<file path="src/rtl/acq_csr_pkg.sv">
package acq_csr_pkg;

   typedef struct packed {
      logic [1:0] pacer;
      logic       expand;
      logic       scan_ie;
      logic       fifo_ie;
      logic       trig_cont;
      logic       trig_ext;
      logic       trig_fall;
   } ctrl_t;

   localparam int NUM_PULSE = 5;
   localparam int NUM_EVT   = 3;
   // event vector order matches status bits 5:3
   localparam int EV_THR    = 0;
   localparam int EV_SCAN   = 1;
   localparam int EV_LOST   = 2;

endpackage

</file>
<file path="src/rtl/acq_ctrl_store.sv">
module acq_ctrl_store
   import acq_csr_pkg::*;
#(
   parameter int DATA_W = 8
) (
   input  logic              clk,
   input  logic              rst_n,
   input  logic              we,
   input  logic [DATA_W-1:0] wdata,
   output ctrl_t             ctrl
);
   localparam int CW = $bits(ctrl_t);

   if (DATA_W < CW) begin : g_bad_width
      $error("acq_ctrl_store: DATA_W too narrow");
   end

   always_ff @(posedge clk or negedge rst_n) begin
      if (!rst_n)  ctrl <= '0;
      else if (we) ctrl <= ctrl_t'(wdata[CW-1:0]);
   end

   a_r2_ctrl_hold: assert property (@(posedge clk) disable iff (!rst_n)
      !we |=> $stable(ctrl));
endmodule

</file>
<file path="src/rtl/acq_cmd_unit.sv">
module acq_cmd_unit
   import acq_csr_pkg::*;
#(
   parameter int DATA_W = 8,
   parameter int RATE_W = 2
) (
   input  logic                 clk,
   input  logic                 rst_n,
   input  logic                 we,
   input  logic [DATA_W-1:0]    wdata,
   output logic [NUM_PULSE-1:0] pulse,
   output logic [RATE_W-1:0]    rate,
   output logic                 fsel
);
   localparam int PULSE_LSB = RATE_W + 1;

   if (PULSE_LSB + NUM_PULSE != DATA_W) begin : g_bad_layout
      $error("acq_cmd_unit: fields do not fill the command byte");
   end

   for (genvar i = 0; i < NUM_PULSE; i++) begin : g_pulse
      always_ff @(posedge clk or negedge rst_n) begin
         if (!rst_n) pulse[i] <= 1'b0;
         else        pulse[i] <= we & wdata[PULSE_LSB+i];
      end
   end

   always_ff @(posedge clk or negedge rst_n) begin
      if (!rst_n) begin
         rate <= '0;
         fsel <= 1'b0;
      end else if (we) begin
         rate <= wdata[RATE_W:1];
         fsel <= wdata[0];
      end
   end

   a_r7_pulse_one_cycle: assert property (@(posedge clk) disable iff (!rst_n)
      !we |=> (pulse == '0));
   a_r8_rate_persist: assert property (@(posedge clk) disable iff (!rst_n)
      !we |=> ($stable(rate) && $stable(fsel)));
endmodule

</file>
<file path="src/rtl/acq_event_cell.sv">
module acq_event_cell (
   input  logic clk,
   input  logic rst_n,
   input  logic set,
   input  logic clr,
   output logic flag
);
   always_ff @(posedge clk or negedge rst_n) begin
      if (!rst_n)   flag <= 1'b0;
      else if (set) flag <= 1'b1;
      else if (clr) flag <= 1'b0;
   end

   a_r4_sticky: assert property (@(posedge clk) disable iff (!rst_n)
      (flag && !clr) |=> flag);
   a_r6_set_wins: assert property (@(posedge clk) disable iff (!rst_n)
      set |=> flag);
   a_r5_read_clears: assert property (@(posedge clk) disable iff (!rst_n)
      (clr && !set) |=> !flag);
endmodule

</file>
<file path="src/rtl/acq_csr_group.sv">
module acq_csr_group
   import acq_csr_pkg::*;
#(
   parameter int          ADDR_W   = 4,
   parameter int          DATA_W   = 8,
   parameter int          RATE_W   = 2,
   parameter logic [ADDR_W-1:0] CTRL_ADDR = 4'h2,
   parameter logic [ADDR_W-1:0] CMD_ADDR  = 4'h7
) (
   input  logic              clk,
   input  logic              rst_n,
   input  logic [ADDR_W-1:0] addr,
   input  logic              wr_en,
   input  logic              rd_en,
   input  logic [DATA_W-1:0] wdata,
   output logic [DATA_W-1:0] rdata,
   input  logic              lvl_idle,
   input  logic              lvl_running,
   input  logic              lvl_full,
   input  logic              lvl_near_full,
   input  logic              lvl_empty,
   input  logic              ev_lost,
   input  logic              ev_scan_end,
   input  logic              ev_threshold,
   output logic [1:0]        pacer_sel,
   output logic              expand_en,
   output logic              scan_irq_en,
   output logic              fifo_irq_en,
   output logic              trig_continuous,
   output logic              trig_external,
   output logic              trig_falling,
   output logic              cmd_arm,
   output logic              cmd_fifo_clr,
   output logic              cmd_queue_clr,
   output logic              cmd_stop,
   output logic              cmd_latch,
   output logic [RATE_W-1:0] burst_rate,
   output logic              fifo_data_sel,
   output logic              irq
);
   localparam int CMD_KEEP_W = RATE_W + 1;

   if (CTRL_ADDR == CMD_ADDR) begin : g_bad_map
      $error("acq_csr_group: control and command addresses collide");
   end
   if (DATA_W != 8) begin : g_bad_data
      $error("acq_csr_group: status layout needs an 8-bit bus");
   end

   logic ctrl_hit, cmd_hit, ctrl_wr, cmd_wr, stat_rd, cmd_rd;
   assign ctrl_hit = (addr == CTRL_ADDR);
   assign cmd_hit  = (addr == CMD_ADDR);
   assign ctrl_wr  = wr_en & ctrl_hit;
   assign cmd_wr   = wr_en & cmd_hit;
   assign stat_rd  = rd_en & ctrl_hit;
   assign cmd_rd   = rd_en & cmd_hit;

   ctrl_t ctrl;
   acq_ctrl_store #(.DATA_W(DATA_W)) u_ctrl (
      .clk(clk), .rst_n(rst_n), .we(ctrl_wr), .wdata(wdata), .ctrl(ctrl)
   );

   logic [NUM_PULSE-1:0] pulse;
   acq_cmd_unit #(.DATA_W(DATA_W), .RATE_W(RATE_W)) u_cmd (
      .clk(clk), .rst_n(rst_n), .we(cmd_wr), .wdata(wdata),
      .pulse(pulse), .rate(burst_rate), .fsel(fifo_data_sel)
   );

   logic [NUM_EVT-1:0] ev_in, ev_flag;
   assign ev_in[EV_THR]  = ev_threshold;
   assign ev_in[EV_SCAN] = ev_scan_end;
   assign ev_in[EV_LOST] = ev_lost;

   for (genvar e = 0; e < NUM_EVT; e++) begin : g_evt
      acq_event_cell u_cell (
         .clk(clk), .rst_n(rst_n), .set(ev_in[e]), .clr(stat_rd),
         .flag(ev_flag[e])
      );
   end

   logic [DATA_W-1:0] status_word, cmd_word, rd_next;
   assign status_word = {lvl_idle, lvl_running, ev_flag,
                         lvl_full, lvl_near_full, lvl_empty};
   assign cmd_word    = {{(DATA_W-CMD_KEEP_W){1'b0}}, burst_rate, fifo_data_sel};

   always_comb begin
      rd_next = '0;
      if (stat_rd)     rd_next = status_word;
      else if (cmd_rd) rd_next = cmd_word;
   end

   always_ff @(posedge clk or negedge rst_n) begin
      if (!rst_n)     rdata <= '0;
      else if (rd_en) rdata <= rd_next;
   end

   assign pacer_sel       = ctrl.pacer;
   assign expand_en       = ctrl.expand;
   assign scan_irq_en     = ctrl.scan_ie;
   assign fifo_irq_en     = ctrl.fifo_ie;
   assign trig_continuous = ctrl.trig_cont;
   assign trig_external   = ctrl.trig_ext;
   assign trig_falling    = ctrl.trig_fall;

   // pulse vector index i comes from command bit 3+i
   assign cmd_latch     = pulse[0];
   assign cmd_stop      = pulse[1];
   assign cmd_queue_clr = pulse[2];
   assign cmd_fifo_clr  = pulse[3];
   assign cmd_arm       = pulse[4];

   assign irq = (ev_flag[EV_SCAN] & ctrl.scan_ie) |
                (ev_flag[EV_THR]  & ctrl.fifo_ie);

   a_r10_zero_ctrl_masks: assert property (@(posedge clk) disable iff (!rst_n)
      (ctrl_wr && wdata == '0) |=> !irq);
   a_r9_irq_needs_event: assert property (@(posedge clk) disable iff (!rst_n)
      irq |-> (ev_flag[EV_SCAN] || ev_flag[EV_THR]));
   a_r11_ctrl_wr_keeps_events: assert property (@(posedge clk) disable iff (!rst_n)
      (ctrl_wr && !rd_en && ev_in == '0) |=> $stable(ev_flag));
   a_r3_read_returns_levels: assert property (@(posedge clk) disable iff (!rst_n)
      stat_rd |=> (rdata[7] == $past(lvl_idle) && rdata[0] == $past(lvl_empty)));
endmodule

</file>
<file path="config.mk">
export PLATFORM = sky130hd
export DESIGN_NAME = acq_csr_group
export DESIGN_NICKNAME = d
export VERILOG_FILES = /design/src/rtl/acq_csr_pkg.sv /design/src/rtl/acq_ctrl_store.sv /design/src/rtl/acq_cmd_unit.sv /design/src/rtl/acq_event_cell.sv /design/src/rtl/acq_csr_group.sv
export SDC_FILE = /design/constraint.sdc
export NUM_CORES = 1
export LEC_CHECK = 0
export BUFFER_PORTS_ARGS = -buffer_cell sky130_fd_sc_hd__buf_2
export CAP_MARGIN = 20
export CORE_ASPECT_RATIO = 1.25
export CORE_UTILIZATION = 50
export CTS_BUF_LIST = sky130_fd_sc_hd__clkbuf_4
export CTS_CLUSTER_SIZE = 14
export DETAILED_ROUTE_END_ITERATION = 6
export PLACE_DENSITY = 0.85
export SYNTH_ARGS = -nofsm -noshare
export SYNTH_HDL_FRONTEND = slang
export SYNTH_SLANG_ARGS = --single-unit
</file>
<file path="constraint.sdc">
create_clock -name clk -period 1.3 [get_ports clk]
set_input_delay 0.26 -clock clk [delete_from_list [all_inputs] [get_ports clk]]
set_output_delay 0.26 -clock clk [all_outputs]
set_load 0.005 [all_outputs]
</file>
After elaboration in Yosys (flattened, before gate mapping)
Cells that the tools add are included.

Bits in registers: 27. Bits in latches: 0. Memory bits (writable): 0. Memory bits (read-only): 0. Input port bits: 24. Output and inout port bits: 25. Logic and storage cells: 41. Memories: 0.

Add/subtract/negate cells: 0. Multiply operators: 0. Divide/modulo/power cells: 0. Magnitude comparators: 0. Equal/unequal tests: 2. Shift-type cells: 0. Multiplexer cells: 6. Bitwise logic cells: 12. Reduce and logical (&&, ||, !) cells: 3.

Operators with widths (number): 1-bit bitwise AND (11); 8-bit 2-to-1 mux (1); 2-bit nonzero test (3); 4-bit by 2-bit equality test with 1-bit output, second input constant (1); 4-bit by 3-bit equality test with 1-bit output, second input constant (1); 1-bit 2-to-1 mux (4); 3-bit 2-to-1 mux (1); 1-bit bitwise OR (1).

Depth between registers and ports, before layout
Depth after elaboration: 4. Gate-level depth with buffers: 3. Depth with buffers taken out: 3.

Modules after synthesis
Synthesis repeated with hierarchy kept, for this count alone.

Cells, all modules: 70. Area, all modules: 1088.5 um^2.

By module, submodules not included: acq_csr_group (times used 1, cells an instance 28, area an instance 376.6 um^2, sequential area each 200.2 um^2); acq_ctrl_store (times used 1, cells an instance 17, area an instance 331.6 um^2, sequential area each 200.2 um^2); acq_cmd_unit (times used 1, cells an instance 16, area an instance 271.5 um^2, sequential area each 200.2 um^2); acq_event_cell (times used 3, cells an instance 3, area an instance 36.3 um^2, sequential area each 25.0 um^2).

Worst setup path after synthesis
OpenSTA, ideal clock, no wires.

Kind: in2reg. From: input port addr[3]. To: register u_ctrl.ctrl[0] (netlist name). Setup time: 125 ps. Data arrival time: 1056 ps. Data required time: 1175 ps. Slack: 119 ps. Stages on the path: 3. Path buffers: 0. Path through: nand3b_4 nor3_4 mux2_2.

Cells in the longest elaborated chain, start to end: 2.

Ends and longest elaborated chain: from (decl) (RTL line acq_csr_group.sv:12) `input logic [ADDR_W-1:0] addr,`; 4-bit by 2-bit equality test with 1-bit output (RTL line acq_csr_group.sv:51) `assign ctrl_hit = (addr == CTRL_ADDR);`; 1-bit bitwise AND (RTL line acq_csr_group.sv:53) `assign ctrl_wr = wr_en & ctrl_hit;`.

No other way between the ends. A chain may end at the register's enable or synchronous reset.

Worst setup path in the final report
From: register g_evt[1].u_cell.flag. To: output port irq.

Cells in the longest elaborated chain, start to end: 2.

Ends and longest elaborated chain: from (decl) (RTL line acq_event_cell.sv:6) `output logic flag`; from (signal assigned) (RTL line acq_event_cell.sv:9) `if (!rst_n) flag <= 1'b0;`; from (signal assigned) (RTL line acq_event_cell.sv:10) `else if (set) flag <= 1'b1;`; from (signal assigned) (RTL line acq_event_cell.sv:11) `else if (clr) flag <= 1'b0;`; 1-bit bitwise AND (RTL line acq_csr_group.sv:112) `assign irq = (ev_flag[EV_SCAN] & ctrl.scan_ie) |`; 1-bit bitwise OR (RTL line acq_csr_group.sv:112); to (decl) (RTL line acq_csr_group.sv:39) `output logic irq`.

No other way between the ends.

==> flow_summary.ini <==
[sta]
finalMaxSlewViolations = 0
hold_ws_ns = 0.0989
fin_crit_sh = 1.03
setup_slack_ns = -0.0429
fin_tns_setup_ns = -0.0429
period_minus_slack_ns = 1.34
tightestPinTransition_ns = 0.593
slew-limit-headroom = 0.605
clock_skew_ns = 0.00119
hold_violations = 0
rsz0062_at_grt = true
setup_viol = 1
max_freq_mhz = 745

[floorplanning]
die_area_um2 = 2260
coreArea_um2 = 1960
die_w_um = 42.7
ios = 49
initial_utilization = 0.529
die_h_um = 52.9
rows = 18

[cts]
clock_path_buffers = 2
cts_tree = yes
ctsResizeCount = 0
cts_buffers = 3
ctsRootBufferMaster = clkbuf_4
cts_sinks = 27
clk_latency_ns = 0.33
h-tree-depth = 1
clkSlewWorstSetupHoldPaths_ns = 0.14

[power_and_ir_drop]
p_int_mw = 1.26
p_per_area_nw_per_um2 = 1200
p_switching_mw = 0.428
vdd_drop_max_mv = 0.983
p_leak_nw = 0.749
switching_share = 0.254
p_comb_frac = 0.184
clkPwrFrac = 0.230
p_seq_frac = 0.586

[setup_path]
crit_path_cell_trace = a22o_1 -> buf_2
r2r-start = u_ctrl.ctrl[4]
worst_path_largest_cell_delay_ns = 0.41
startpoint_type = register
reg2reg_slack_ns = 0.39
crit_arrival_ns = 1.08
r2r_end = u_ctrl.ctrl[4]
end_kind = output pin
crit_fanout = 2
r2r_cells = 2
crit_slowest_cell = dfrtp_1
critPathRequiredTime_ns = 1.04
worstSetupPathType = register to output pin

[global_routing]
grt.met2_usage = 0.386
use_met3 = 0.0341
grt_max_degree = 28
first_global_vias = 836
track_usage = 0.218
grt_overflow = 0
gr-max-usage-layer = met2
met1_usage = 0.256
grt_pass1_wl_um = 3610
antenna_found_initial = 0

[logic_synthesis]
synth_top_cell_by_area = dfrtp_1
synthesis.area_um2 = 1040
syn_nets = 91
synth.most_common_cell = dfrtp_1
yosysSeqAreaShare = 0.651
synth.distinct_cells = 16
synthTopCellsByArea = dfrtp_1 (65%), mux2_2 (12%), a22o_1 (5.1%)
netlist_instances = 67
ys_warn_count = 0
yosysTopAreaCellShare = 0.651
synth_ff_type = dfrtp_1
async_flop_share = 1.00
synth_common_cells = dfrtp_1 (27), mux2_2 (11), a22o_1 (6)
synth_edf_count = 0
synth.avg_cell_area_um2 = 15.5
synth-seq-cells = 27

[drt]
finalWirelength_um = 2230
vias = 789
ant_nets = 0
firstDrtPassIters = 4
drc = 0
vias_per_cell = 5.40
avgRoutedWirePerCell_um = 15.3
initialDrtViolationCount = 10

[worst_hold_path]
hold_start = ev_lost
hp-class = input port to register
min_path_cells = 2
holdPathEnd = g_evt[2].u_cell.flag

[placement]
placed_area_um2 = 1350
port_buffers = 48
dpl.hpwl_um = 1690
gp_congestion = 0.712

[run_status]
status = finished, violations left
violations = negative setup slack

[finish]
fin_nets = 151
finalInstanceArea_um2 = 1400
syn_to_final_growth_pct = 35.0
antenna_cells = 0
layout-drive-gt1-share = 0.579

[run]
drv_cap = 0
[cell type report]
cell class | instances | area, um^2
Sequential cell | 27 | 676
Fill cell | 146 | 559
Multi-Input combinational cell | 39 | 358
Timing Repair Buffer | 55 | 308
Clock buffer | 4 | 30.0
Tap cell | 20 | 25.0
Inverter | 1 | 3.75
[flip-flops by register name (all words and copies together) (netlist names)]
signal             count
u_ctrl.ctrl            8
rdata                  8
g_evt.u_cell.flag      3
u_cmd.pulse            5
u_cmd.rate             2
u_cmd.fsel             1
[worst max-delay path, delay by kind of cell (launching register included)]
kind | cells | cell delay [ns]
buf+inv | 1 | 0.12
flops | 1 | 0.41
compound gates | 1 | 0.23
[power by group through the flow]
stage	Combinational (mW)	Sequential, mW	Clock, mW
final	0.311	0.987	0.387
after CTS	0.315	0.986	0.391
after global placement	0.286	1.00	0
after detailed placement	0.298	1.00	0
after global routing	0.342	0.998	0.416
after floorplan	0.108	1.01	0
[cells by family after synthesis]
logic type / after synthesis / share of synthesized area
multiplexers: 11 / 0.119
buffers and inverters: 1 / 0.00362
flip-flops: 27 / 0.651
AO/OA/AOI/OAI: 12 / 0.101
AND/OR/NAND/NOR: 16 / 0.124
[routing by layer]
metal  part of all wire  vias up
met1               0.40      391
met4              0.019        0
met3              0.043        5
li1                   -      363
met2               0.54       30
met5                  0        -
[stage by stage]
stage                util  total power, mW  instances  worst slack, ns
global placement    0.686             1.29        139           0.0196
floorplan               -             1.11         67            0.119
finish              0.715             1.68        146          -0.0429
CTS                 0.715             1.69        146          -0.0431
detailed placement  0.686             1.30        139          -0.0354
global route        0.715             1.76        146          -0.0901
[what timing repair did]
action / 4_1_cts / 5_1_grt
hold endpoints to repair: 27 / 0
endpoints found under the setup margin: 1 / 1
cloned: 0 / 0
pin swaps: 0 / 1
hold buffers: 1 / 0
buffers inserted: 2 / 0
[how the worst max path moves through the flow]
stage,startpoint,cells after the start,endpoint
3_5_place_dp,addr[3],5,u_ctrl.ctrl[4]
2_1_floorplan,addr[3],3,u_ctrl.ctrl[0]
5_1_grt,g_evt[1].u_cell.flag,2,irq
6_report,g_evt[1].u_cell.flag,2,irq
3_3_place_gp,addr[3],5,u_ctrl.ctrl[4]
4_1_cts,u_ctrl.ctrl[4],2,irq
[placed cells by master, fill, tap and decap left out]
| master | synthesis | routed |
|---|---|---|
| and2_1 | 5 | 5 |
| a22o_1 | 6 | 6 |
| inv_1 | 1 | 1 |
| a21o_1 | 3 | 3 |
| nor3_4 | 1 | 1 |
| buf_2 | 0 | 48 |
| dfrtp_1 | 27 | 27 |
| nor2b_1 | 3 | 3 |
| buf_4 | 0 | 5 |
| clkbuf_4 | 0 | 4 |
| nand2_1 | 1 | 1 |
| or3_1 | 1 | 1 |
| nor2_4 | 1 | 1 |
| a221o_1 | 3 | 3 |
| nand3b_1 | 1 | 1 |
| mux2_2 | 11 | 11 |
| nor3_2 | 1 | 1 |
| nor2_1 | 1 | 1 |
| buf_12 | 0 | 1 |
| nand3b_4 | 1 | 1 |
| dlygate4sd3_1 | 0 | 1 |
No activity file was read; power rests on OpenSTA's default activity.
